$ cat src/rtl/edac16_ft.sv
`timescale 1ns/1ps
module edac16_ft (
  input  logic        wide_chk,
  input  logic [1:0]  path,
  input  logic        to_b,
  input  logic        snoop,
  input  logic [15:0] a_in,
  output logic [15:0] a_out,
  output logic        a_oe,
  input  logic [15:0] b_in,
  output logic [15:0] b_out,
  output logic        b_oe,
  input  logic [15:0] m_in,
  output logic [15:0] m_out,
  output logic        m_oe,
  input  logic [7:0]  k_in,
  output logic [7:0]  k_out,
  output logic        k_oe,
  output logic        cerr_n,
  output logic        uerr_n
);
  localparam int DW = 16;
  localparam int KW = 8;
  localparam logic [1:0] P_A2M = 2'd0, P_B2M = 2'd1, P_RD = 2'd2, P_XFER = 2'd3;

  function automatic logic [KW-1:0] col(input int i, input logic w);
    logic [5:0] c;
    case (i)
      0: c = 6'h07;  1: c = 6'h0B;  2: c = 6'h0D;  3: c = 6'h0E;
      4: c = 6'h13;  5: c = 6'h15;  6: c = 6'h16;  7: c = 6'h19;
      8: c = 6'h1A;  9: c = 6'h1C; 10: c = 6'h23; 11: c = 6'h26;
      12: c = 6'h29; 13: c = 6'h2A; 14: c = 6'h2C; 15: c = 6'h31;
      default: c = 6'h00;
    endcase
    return {(w && i >= 8) ? 2'b11 : 2'b00, c};
  endfunction

  function automatic logic [KW-1:0] gen(input logic [DW-1:0] d, input logic w);
    logic [KW-1:0] g;
    g = '0;
    for (int i = 0; i < DW; i++)
      if (d[i]) g = g ^ col(i, w);
    return g;
  endfunction

  logic          rd, xfer, wr;
  logic [DW-1:0] src, flip, fixed;
  logic [KW-1:0] kmask, syn;
  logic          kbit_hit, repaired;

  assign rd    = (path == P_RD);
  assign xfer  = (path == P_XFER);
  assign wr    = (path == P_A2M) || (path == P_B2M);
  assign src   = (path == P_B2M) ? b_in : a_in;
  assign kmask = wide_chk ? 8'hFF : 8'h3F;
  assign syn   = gen(m_in, wide_chk) ^ (k_in & kmask);

  always_comb begin
    for (int i = 0; i < DW; i++)
      flip[i] = (syn == col(i, wide_chk));
  end

  assign kbit_hit = ($countones(syn) == 1);
  assign repaired = (|flip) || kbit_hit;
  assign fixed    = m_in ^ flip;

  assign cerr_n = !(rd && repaired);
  assign uerr_n = !(rd && (syn != '0) && !repaired);

  assign m_out = src;
  assign k_out = gen(src, wide_chk);
  assign m_oe  = wr;
  assign k_oe  = wr;

  assign a_out = rd ? fixed : b_in;
  assign b_out = rd ? fixed : a_in;
  assign a_oe  = (rd && !snoop && !to_b) || (xfer && !to_b);
  assign b_oe  = (rd && !snoop && to_b) || (xfer && to_b);

  always_comb begin
    AST_BUS_SINGLE: assert (!(a_oe && b_oe)) else $error("both user buses driven");
    AST_FLAG_EXCL: assert (!(!cerr_n && !uerr_n)) else $error("both flags low");
    if (rd || xfer)
      AST_MEM_QUIET: assert (!m_oe && !k_oe) else $error("memory driven off write");
    if (!rd)
      AST_FLAG_IDLE: assert (cerr_n && uerr_n) else $error("flag outside read");
    if (!wide_chk)
      AST_SIX_TOP: assert (k_out[7:6] == 2'b00) else $error("unused check lines set");
    if (rd && syn == '0)
      AST_CLEAN: assert (cerr_n && uerr_n && fixed == m_in) else $error("clean word altered");
  end
endmodule

$ cat config.mk
export PLATFORM = sky130hd
export DESIGN_NAME = edac16_ft
export DESIGN_NICKNAME = d
export VERILOG_FILES = /design/src/rtl/edac16_ft.sv
export SDC_FILE = /design/constraint.sdc
export NUM_CORES = 1
export LEC_CHECK = 0
export ABC_AREA = 1
export ABC_CLOCK_PERIOD_IN_PS = 4750
export BUFFER_PORTS_ARGS = -buffer_cell sky130_fd_sc_hd__buf_2
export CAP_MARGIN = 5
export CORE_ASPECT_RATIO = 0.75
export CORE_MARGIN = 8
export CORE_UTILIZATION = 45
export DETAILED_ROUTE_END_ITERATION = 12
export PLACE_DENSITY = 0.87
export SYNTH_ARGS = -nofsm -noshare
export SYNTH_HDL_FRONTEND = slang
export SYNTH_SLANG_ARGS = --single-unit
$ cat constraint.sdc
create_clock -name vclk -period 4.75
set_input_delay 0.475 -clock vclk [all_inputs]
set_output_delay 0.475 -clock vclk [all_outputs]
set_load 0.05 [all_outputs]
* Word level (Yosys, flattened, before mapping)
Cells that the tools add are included.
Storage, ports and cells: register bits after elaboration 0, latch bits 0, memory bits (writable) 0, memory bits (read-only) 0, input port bits 61, output and inout bits 62, word-level logic and storage cells 147, memories 0
Operators by class: $add $sub $neg 7, multiply operators 0, divide/modulo/power cells 0, $lt $le $gt $ge 0, equal/unequal tests 20, shifts and indexed selects 0, mux-type cells 67, bitwise logic cells 33, reduce and logical (&&, ||, !) cells 20
Operators by type and width (count):
- $mux 8 | 30
- $mux 6 | 31
- $xor 8x8->8 | 17
- $xor 8x6->8 | 13
- $eq 8x8->1 | 8
- $mux 16 | 3
- $eq 8x5->1 const B | 4
- $eq 8x4->1 const B | 3
- $reduce_or 16->1 | 1
- $xor 16x16->16 | 1
- $add 1x1->2 | 4
- $and 8x8->8 | 1
- $eq 8x3->1 const B | 1
- $logic_and 1x1->1 | 8
- $reduce_bool 8->1 | 1
- $add 2x2->3 | 2
- $mux 3 | 2
- $xor 3x6->6 | 1
- $logic_not 1->1 | 5
- $add 3x3->4 | 1
- $eq 2x2->1 const B | 2
- $eq 4x1->1 const B | 1
- $logic_or 1x1->1 | 4
- $eq 2x1->1 const B | 1
- 2 further kinds | 2

* Depth between registers and ports, before layout
Gate-level depths: netlist (run 1).
word-level depth 40, mapped depth 25, mapped depth without buffers 25

* Worst setup path after synthesis (run 1)
Ideal clock, no wire load.
path kind input-to-output, start in m_in[8], end out uerr_n, arrival 4.532 ns, required time 4.275 ns, slack -0.257 ns, cell stages on the path 19, buffers on the path 1, cells stage by stage buf_2 -> xnor2_1 -> xnor2_1 -> xor2_1 -> xor2_1 -> inv_1 -> fa_1 -> inv_1 -> fa_1 -> fa_1 -> ha_1 -> inv_1 -> fa_1 -> a211o_1 -> nand2_1 -> o2111ai_1 -> nand3_1 -> nor2_1 -> nand4_1
On the way: word-level cells in the longest chain between the ends 24, elaborated cells between the ends (all ways) 47, classes of those cells add/sub (7); eq/ne (17); mux (8); bitwise (8); reduce/logical (7)
RTL lines:
- start, declared | RTL line 13 | input logic [15:0] m_in,
- $mux 8 (*) | RTL line 42 | if (d[i]) g = g ^ col(i, w);
- $xor 8x8->8 | RTL line 42
- $mux 8 (*) | RTL line 42
- $xor 8x8->8 | RTL line 42
- $mux 8 (*) | RTL line 42
- $xor 8x8->8 | RTL line 42
- $mux 8 (*) | RTL line 42
- $xor 8x8->8 | RTL line 42
- [... 8 more ...]
- $add 1x1->2 (not written as such) | RTL line 63 | assign kbit_hit = ($countones(syn) == 1);
- $add 2x2->3 (not written as such) | RTL line 63
- $add 3x3->4 (not written as such) | RTL line 63
- $eq 4x1->1 | RTL line 63
- $logic_or 1x1->1 | RTL line 64 | assign repaired = (|flip) || kbit_hit;
- $logic_not 1->1 | RTL line 68 | assign uerr_n = !(rd && (syn != '0) && !repaired);
- $logic_and 1x1->1 (*) | RTL line 68
- $logic_not 1->1 (*) | RTL line 68
- end, declared | RTL line 20 | output logic uerr_n
Every way passes the cells marked *; elsewhere a longest branch is shown, timed or not.

* Final worst setup path (run 1)
start in m_in[0], end out cerr_n
On the way: word-level cells in the longest chain between the ends 39, elaborated cells between the ends (all ways) 57, classes of those cells add/sub (4); eq/ne (17); mux (16); bitwise (16); reduce/logical (4)
RTL lines:
- $mux 3 (*) | RTL line 42
- $xor 3x6->6 | RTL line 42
- $mux 6 (*) | RTL line 42
- $xor 8x6->8 | RTL line 42
- $mux 8 (*) | RTL line 42
- $xor 8x6->8 | RTL line 42
- $mux 8 (*) | RTL line 42
- $xor 8x6->8 | RTL line 42
- [... 23 more ...]
- $xor 8x8->8 (*) | RTL line 56 | assign syn = gen(m_in, wide_chk) ^ (k_in & kmask);
- $add 1x1->2 (not written as such) | RTL line 63
- $add 2x2->3 (not written as such) | RTL line 63
- $add 3x3->4 (not written as such) | RTL line 63
- $eq 4x1->1 | RTL line 63
- $logic_or 1x1->1 (*) | RTL line 64
- $logic_and 1x1->1 (*) | RTL line 67 | assign cerr_n = !(rd && repaired);
- $logic_not 1->1 (*) | RTL line 67
- end, declared | RTL line 19 | output logic cerr_n,
Marked as above.

==> results.yml, run 1 <==
synth:
  yosysMostFrequentCell: "nand2_1"
  synth_seq_area_share_pct: 0
  synthTopCellsByArea: "nand2_1, xnor2_1, xor2_1"
  syn_inst: 437
  synth_area_per_cell_sq_um: 5.86
  yosys_warnings: 0
  ys_top_cells_by_count: "nand2_1, inv_1, xnor2_1, nand3_1, o21ai_1"
  ys_types: 36
  yosysTopAreaCellShare_pct: 17.9
  syn_nets: 509
  yosysTopAreaCell: "nand2_1"
  netlist_area_sq_mm: 0.00256
place:
  pre_cts_slack_ns: -0.217
  placed_cell_area_sq_mm: 0.00343
  gp_congestion: 1.00
  dpl.hpwl_mm: 8.40
  placedCellCount: 649
  portBuffers: 123
sta:
  slew-limit-headroom_pct: 47.8
  setup_viol: 2
  finalCritPeriodShare_pct: 104
  period_needed_ns: 4.94
  maxSlewViolCount: 0
  hold_viol: 0
  grt_setup_unrepaired: "true"
  fin_hold_ws_ns: 1.28
  worst_slack_ns: -0.187
  timing.fmax_mhz: 203
  worst_pin_slew_ns: 0.783
drt:
  wire_per_inst_um: 14.7
  wirelength_mm: 9.56
  drt.antenna.violating_nets: 0
  vias: 3252
  avgViaCountPerCell: 5.00
  first_iter_violations: 233
  drcViolationCount: 0
  first_pass_iters: 6
floorplan:
  pin_count: 123
  die_area_sq_mm: 0.00839
  start_util_pct: 47.3
  rows: 23
  coreArea_sq_mm: 0.00541
  fp.dieW_um: 103
  die_height_um: 81.3
global_route:
  grt-ovfl-total: 0
  track_usage_pct: 22.5
  antenna_found_initial: 0
  grt_max_degree: 33
  grt_pass1_vias: 3309
  grt_first_pass_wirelength_mm: 15.5
power_and_ir_drop:
  vdd_ir_drop_max_uv: 178
  power_density_mw_per_mm2: 360
  total_power_mw: 1.27
  p_leak_nw: 2.03
cells_and_area:
  finalInstanceArea_sq_mm: 0.00352
  regArea_sq_um: 0
  diodes: 0
  n_clock_buffer: 0
  stdcell_count: 650
  layout-drive-gt1-share_pct: 39.8
  area_growth_syn_to_layout_pct: 37.6
  nFlopsAndLatches: 0
  num-nets-final: 649
hold_path:
  hp-start: "to_b"
  worstHoldPathType: "in2out"
  holdPathStages: 3
  holdPathEnd: "a_oe"
run:
  maxCapViolCount: 0
run_status:
  violations: "negative setup slack"
  status: "finished with violations"
critical_path:
  worstPathRequired_ns: 4.28
  crit_type: "in2out"
  crit_arrival_ns: 4.46
  crit_path_start_kind: "primary input"
  critPathMaxFanout: 3
  end_kind: "primary output"
clock_tree:
  ctsHoldBuffers: 0
[metal layers]
metal	wire, um	share of wire, %	vias up	GRT usage (%)
met5	0	0	-	0
met4	61	0.64	0	2.01
met3	939	9.8	6	3.07
met2	4620	48	166	40.9
met1	3940	41	1439	28.4
li1	-	-	1641	-
[worst max-delay path by stage]
| stage | slack, ns | to | cells past startpoint | start |
|---|---|---|---|---|
| 4_1_cts | -0.13 | cerr_n | 21 | m_in[0] |
| 3_3_place_gp | -0.07 | cerr_n | 19 | m_in[0] |
| 2_1_floorplan | -0.08 | uerr_n | 17 | m_in[8] |
| 3_5_place_dp | -0.22 | cerr_n | 21 | m_in[0] |
| 5_1_grt | -0.36 | cerr_n | 21 | m_in[0] |
| 6_report | -0.19 | cerr_n | 21 | m_in[0] |
[worst max-delay path: stages]
cell	delay [ns]
buf_8	0.11
xnor2_2	0.15
xor2_1	0.18
xor2_1	0.19
xor2_1	0.22
inv_1	0.11
fa_1	0.51
inv_1	0.05
fa_1	0.48
fa_1	0.51
ha_2	0.19
inv_2	0.04
fa_2	0.34
a211o_1	0.24
nand2_1	0.09
o2111ai_2	0.11
nand3_1	0.10
nor2_1	0.06
nand3_1	0.09
nand2_2	0.06
buf_6	0.16
[power by group]
group          internal (mW)  switching [mW]  total, mW
Clock                      0               0          0
Combinational          0.429           0.838       1.27
Sequential                 0               0          0
[repair_timing]
item / 4_1_cts / 5_1_grt
setup endpoints to repair: 2 / 2
buffers inserted: 1 / 0
pin swaps: 5 / 2
resized for setup: 18 / 3
hold endpoints to repair: 0 / 0
[cell families (layout without fill, tap and decap cells)]
kind of cell | Yosys count | after routing | share of synthesized area [%]
xor gates and xnor gates | 67 | 67 | 23.2
and+or+nand+nor | 220 | 220 | 44.2
AOI/OAI and AO/OA | 60 | 60 | 13.3
adders and majority gates | 11 | 11 | 6.55
buffers and inverters | 79 | 217 | 12.7
[metrics by stage]
step | TNS [ns] | util (%)
floorplan | -0.0842 | -
global placement | -0.116 | 63.4
detailed placement | -0.416 | 63.4
CTS | -0.196 | 64.9
global route | -0.662 | 65.1
finish | -0.317 | 65.1
[cell type report]
type / instances / area (sq um)
fill: 499 / 1890
inverter: 66 / 253
multi-input combinational: 358 / 2300
tap: 75 / 93.8
timing repair buffer: 151 / 873
[cells in the final DEF, fill, tap and decap left out, drive strengths merged]
| cell | n |
|---|---|
| buf | 151 |
| a211o | 1 |
| a21oi | 7 |
| nand2b | 1 |
| a31oi | 3 |
| nor3 | 3 |
| nand3 | 40 |
| and2 | 1 |
| nand2 | 146 |
| xor2 | 31 |
| nand3b | 3 |
| ha | 7 |
| o21ai | 48 |
| xnor2 | 36 |
| nor2 | 24 |
| or2 | 1 |
| inv | 66 |
| o2111ai | 1 |
| nand4 | 1 |
| fa | 4 |
Power figures use the tool's default switching activity.
==> run 2: changes to the inputs <==
--- a/config.mk
+++ b/config.mk
@@ -9,10 +9,13 @@
 export ABC_CLOCK_PERIOD_IN_PS = 4750
 export BUFFER_PORTS_ARGS = -buffer_cell sky130_fd_sc_hd__buf_2
 export CAP_MARGIN = 5
+export CELL_PAD_IN_SITES_DETAIL_PLACEMENT = 0
+export CELL_PAD_IN_SITES_GLOBAL_PLACEMENT = 1
 export CORE_ASPECT_RATIO = 0.75
 export CORE_MARGIN = 8
-export CORE_UTILIZATION = 45
+export CORE_UTILIZATION = 29
 export DETAILED_ROUTE_END_ITERATION = 12
+export MAX_ROUTING_LAYER = met4
 export PLACE_DENSITY = 0.87
 export SYNTH_ARGS = -nofsm -noshare
 export SYNTH_HDL_FRONTEND = slang
==> run 2 against run 1 <==
  * The flow still finishes with violations (negative setup slack)
  * Sequential share of layout area stayed put
  * Combinational power is 4% higher
  * Sequential cell count stayed put
  * Count of clock-buffer cells in the layout stayed put
  * Critical path type unchanged
==> results.yml, run 2 (same netlist as run 1, synthesis figures left out) <==
floorplan:
  die_height_um: 97.4
  coreArea_sq_mm: 0.00853
  pin_count: 123
  fp.dieW_um: 125
  start_util_pct: 30.0
  die_area_sq_mm: 0.0121
  rows: 29
place:
  placedCellCount: 685
  dpl.hpwl_mm: 8.88
  portBuffers: 123
  gp_congestion: 0.866
critical_path:
  critPathMaxFanout: 2
  end_kind: "primary output"
  crit_arrival_ns: 4.31
  crit_type: "in2out"
  worstPathRequired_ns: 4.28
  crit_path_start_kind: "primary input"
run_status:
  violations: "negative setup slack"
  status: "finished with violations"
sta:
  setup_viol: 2
  period_needed_ns: 4.79
  finalCritPeriodShare_pct: 101
  worst_pin_slew_ns: 0.848
  tns_ns: -0.0516
  grt_setup_unrepaired: "true"
  slew-limit-headroom_pct: 43.4
  timing.fmax_mhz: 209
  worst_slack_ns: -0.0352
  hold_viol: 0
  maxSlewViolCount: 0
drt:
  first_pass_iters: 4
  drcViolationCount: 0
  first_iter_violations: 168
  met3WireLength_um: 758
  avgViaCountPerCell: 4.63
  wirelength_mm: 10.1
  highest_layer: "met4"
  met2_length_mm: 4.31
  met1_length_mm: 4.96
  vias: 3207
  drt.antenna.violating_nets: 0
  wire_per_inst_um: 14.6
power_and_ir_drop:
  p_leak_nw: 2.09
  vdd_ir_drop_max_uv: 328
  power_density_mw_per_mm2: 359
  total_power_mw: 1.32
global_route:
  track_usage_pct: 16.1
  antenna_found_initial: 0
  grt_max_degree: 33
  grt_pass1_vias: 3151
  grt_first_pass_wirelength_mm: 16.2
  grt-ovfl-total: 0
hold_path:
  worstHoldPathType: "in2out"
cells_and_area:
  fin_util_pct: 43.0
  layout-drive-gt1-share_pct: 40.9
  nFlopsAndLatches: 0
  regArea_sq_um: 0
  final_common_cell: "nand2_1"
  diodes: 0
  final_cell_mix: "nand2_1, buf_2, inv_1"
  num-nets-final: 659
  area_growth_syn_to_layout_pct: 43.3
  stdcell_count: 693
  n_clock_buffer: 0
  fillers: 881
clock_tree:
  ctsHoldBuffers: 0
run:
  maxCapViolCount: 0
==> run 2: report_power, final <==
group	internal, mW	switching, mW
clock	0	0
combinational	0.471	0.846
sequential	0	0
==> run 2: repair_timing <==
action                     4_1_cts  5_1_grt
gates cloned                     0        0
resized for setup               13       11
setup buffers                    7        1
setup endpoints to repair        2        2
pin swaps                        8        1
==> run 2: through the flow <==
stage | cell area, sq um | setup slack (ns) | hold slack (ns)
2_1_floorplan | 2580 | -0.0842 | 1.05
3_3_place_gp | 3490 | -0.144 | 1.27
3_5_place_dp | 3490 | -0.151 | 1.27
4_1_cts | 3600 | -0.00983 | 1.27
5_1_grt | 3670 | -0.204 | 1.30
6_report | 3670 | -0.0352 | 1.27
==> run 2: critical path: stages <==
cell and delay (ns):
buf_8 0.11, xnor2_4 0.18, xor2_2 0.17, xor2_1 0.18, xor2_1 0.20, inv_1 0.10, fa_1 0.51, inv_1 0.05
fa_1 0.45, fa_1 0.50, ha_2 0.18, inv_2 0.04, fa_2 0.34, a211o_1 0.23, nand2_1 0.07, o2111ai_2 0.09
nand3_1 0.10, nor2_2 0.06, nand3_2 0.07, nand2_2 0.05, buf_8 0.16
==> run 2: cell type report <==
class	count	area, sq um	share of cell area, %
inverters	66	253	6.89
well taps	108	135	3.68
multi-input cells	358	2320	63.2
repair buffers	161	962	26.2
==> run 2: final timing paths <==
| kind | start | endpoint | slack (ns) | depth (start not counted) |
|---|---|---|---|---|
| worst max-delay path | m_in[1] | cerr_n | -0.04 | 21 |
| worst min-delay path | to_b | a_oe | 1.27 | 3 |
==> run 2: metal layers <==
| metal | GRT usage [%] | vias up |
|---|---|---|
| li1 | - | 1662 |
| met1 | 22.6 | 1430 |
| met2 | 24.4 | 107 |
| met3 | 2.34 | 8 |
| met4 | 1.94 | 0 |
| met5 | - | - |
==> run 3: changes to the inputs <==
--- a/config.mk
+++ b/config.mk
@@ -12,7 +12,6 @@
 export CELL_PAD_IN_SITES_DETAIL_PLACEMENT = 0
 export CELL_PAD_IN_SITES_GLOBAL_PLACEMENT = 1
 export CORE_ASPECT_RATIO = 0.75
-export CORE_MARGIN = 8
 export CORE_UTILIZATION = 29
 export DETAILED_ROUTE_END_ITERATION = 12
 export MAX_ROUTING_LAYER = met4
==> run 3 against run 2 <==
  * The flow still finishes with violations (negative setup slack)
  * First-iteration DRC count increased by 7.1%
  * Utilization fell by 0.70 points
  * Die area decreased by 24%
  * Critical path type unchanged
  * Highest routed layer unchanged
==> results.yml, run 3 (same netlist as run 1, synthesis figures left out) <==
run_status:
  status: "finished with violations"
  violations: "negative setup slack"
place:
  dpl.hpwl_mm: 7.97
  gp_congestion: 0.869
  placedCellCount: 683
  portBuffers: 123
sta:
  setup_viol: 2
  maxSlewViolCount: 0
  fin_hold_ws_ns: 1.28
  timing.fmax_mhz: 207
  tns_ns: -0.117
  grt_setup_unrepaired: "true"
  period_needed_ns: 4.84
  hold_viol: 0
  slew-limit-headroom_pct: 47.1
  worst_slack_ns: -0.0860
  finalCritPeriodShare_pct: 102
  worst_pin_slew_ns: 0.793
floorplan:
  fp.dieW_um: 111
  rows: 29
  die_height_um: 83.4
  coreArea_sq_mm: 0.00853
  start_util_pct: 30.0
  pin_count: 123
  die_area_sq_mm: 0.00922
critical_path:
  crit_path_start_kind: "primary input"
  end_kind: "primary output"
  path_common_cell: "fa_1"
  cp_num_buf_inv: 5
  critPathMaxFanout: 2
  max_stage_delay_ns: 0.52
  cp_top_family: "adder cells"
  crit_type: "in2out"
  worstPathRequired_ns: 4.28
  crit_arrival_ns: 4.36
  crit_path_top_delay_cell: "fa_1"
  path_cells: "buf_2, xnor2_2, xnor2_1, xor2_1, xor2_1, inv_1, fa_1, inv_2, fa_1, fa_1, ha_2, inv_2, fa_2, a211o_1, nand2_1, o2111ai_2, nand3_1, nor2_2, nand3_1, nand2_2, buf_6"
global_route:
  grt-ovfl-total: 0
  grt_pass1_vias: 3079
  antenna_found_initial: 1
  grt_max_degree: 33
  track_usage_pct: 20.3
  grt_first_pass_wirelength_mm: 15.1
run:
  maxCapViolCount: 0
cells_and_area:
  regArea_sq_um: 0
  fillers: 897
  fin_util_pct: 42.3
  final_cell_mix: "nand2_1, buf_2, inv_1"
  n_clock_buffer: 0
  num-nets-final: 656
  layout-drive-gt1-share_pct: 40.4
  nFlopsAndLatches: 0
  area_growth_syn_to_layout_pct: 40.9
  final_common_cell: "nand2_1"
  stdcell_count: 691
drt:
  highest_layer: "met4"
  met2_length_mm: 3.83
  wire_per_inst_um: 13.2
  avgViaCountPerCell: 4.63
  drcViolationCount: 0
  vias: 3199
  drt.antenna.violating_nets: 0
  met1_length_mm: 4.62
  met3WireLength_um: 636
  first_pass_iters: 5
  wirelength_mm: 9.11
  first_iter_violations: 180
clock_tree:
  ctsHoldBuffers: 0
power_and_ir_drop:
  vdd_ir_drop_max_uv: 321
  total_power_mw: 1.30
  p_leak_nw: 2.05
  power_density_mw_per_mm2: 360
hold_path:
  worstHoldPathType: "in2out"
-- run 3: what timing repair did --
item,in CTS,in global routing
endpoints found under the hold margin,0,0
setup buffers,7,0
endpoints found under the setup margin,2,2
resized for setup,11,11
pin swaps,5,7
-- run 3: power by group --
| part | switching [mW] | internal, mW | leakage (nW) |
|---|---|---|---|
| clock network | 0 | 0.0000000281 | 0.00000634 |
| registers | 0 | 0 | 0 |
| logic | 0.836 | 0.464 | 2.05 |
-- run 3: layout make-up --
type	count	area, sq um	share of cell area [%]
tap	108	135	3.74
antenna	1	2.50	0.0693
timing repair buffer	158	917	25.4
inverter	66	255	7.07
multi-input combinational	358	2300	63.7
-- run 3: metrics by stage --
step / setup WS (ns) / area, sq um
global route: -0.302 / 3610
global placement: -0.143 / 3470
CTS: -0.0882 / 3560
floorplan: -0.0842 / 2580
detailed placement: -0.260 / 3470
finish: -0.0860 / 3610
-- run 3: final timing paths --
path	slack, ns	from	end	cells past startpoint
worst max-delay path	-0.09	m_in[8]	cerr_n	21
worst min-delay path	1.28	to_b	a_oe	3
-- run 3: metal layers --
metal	global-route usage [%]	up-vias
li1	-	1656
met1	29.9	1425
met2	31.6	116
met3	1.90	2
met4	0.606	0
met5	-	-
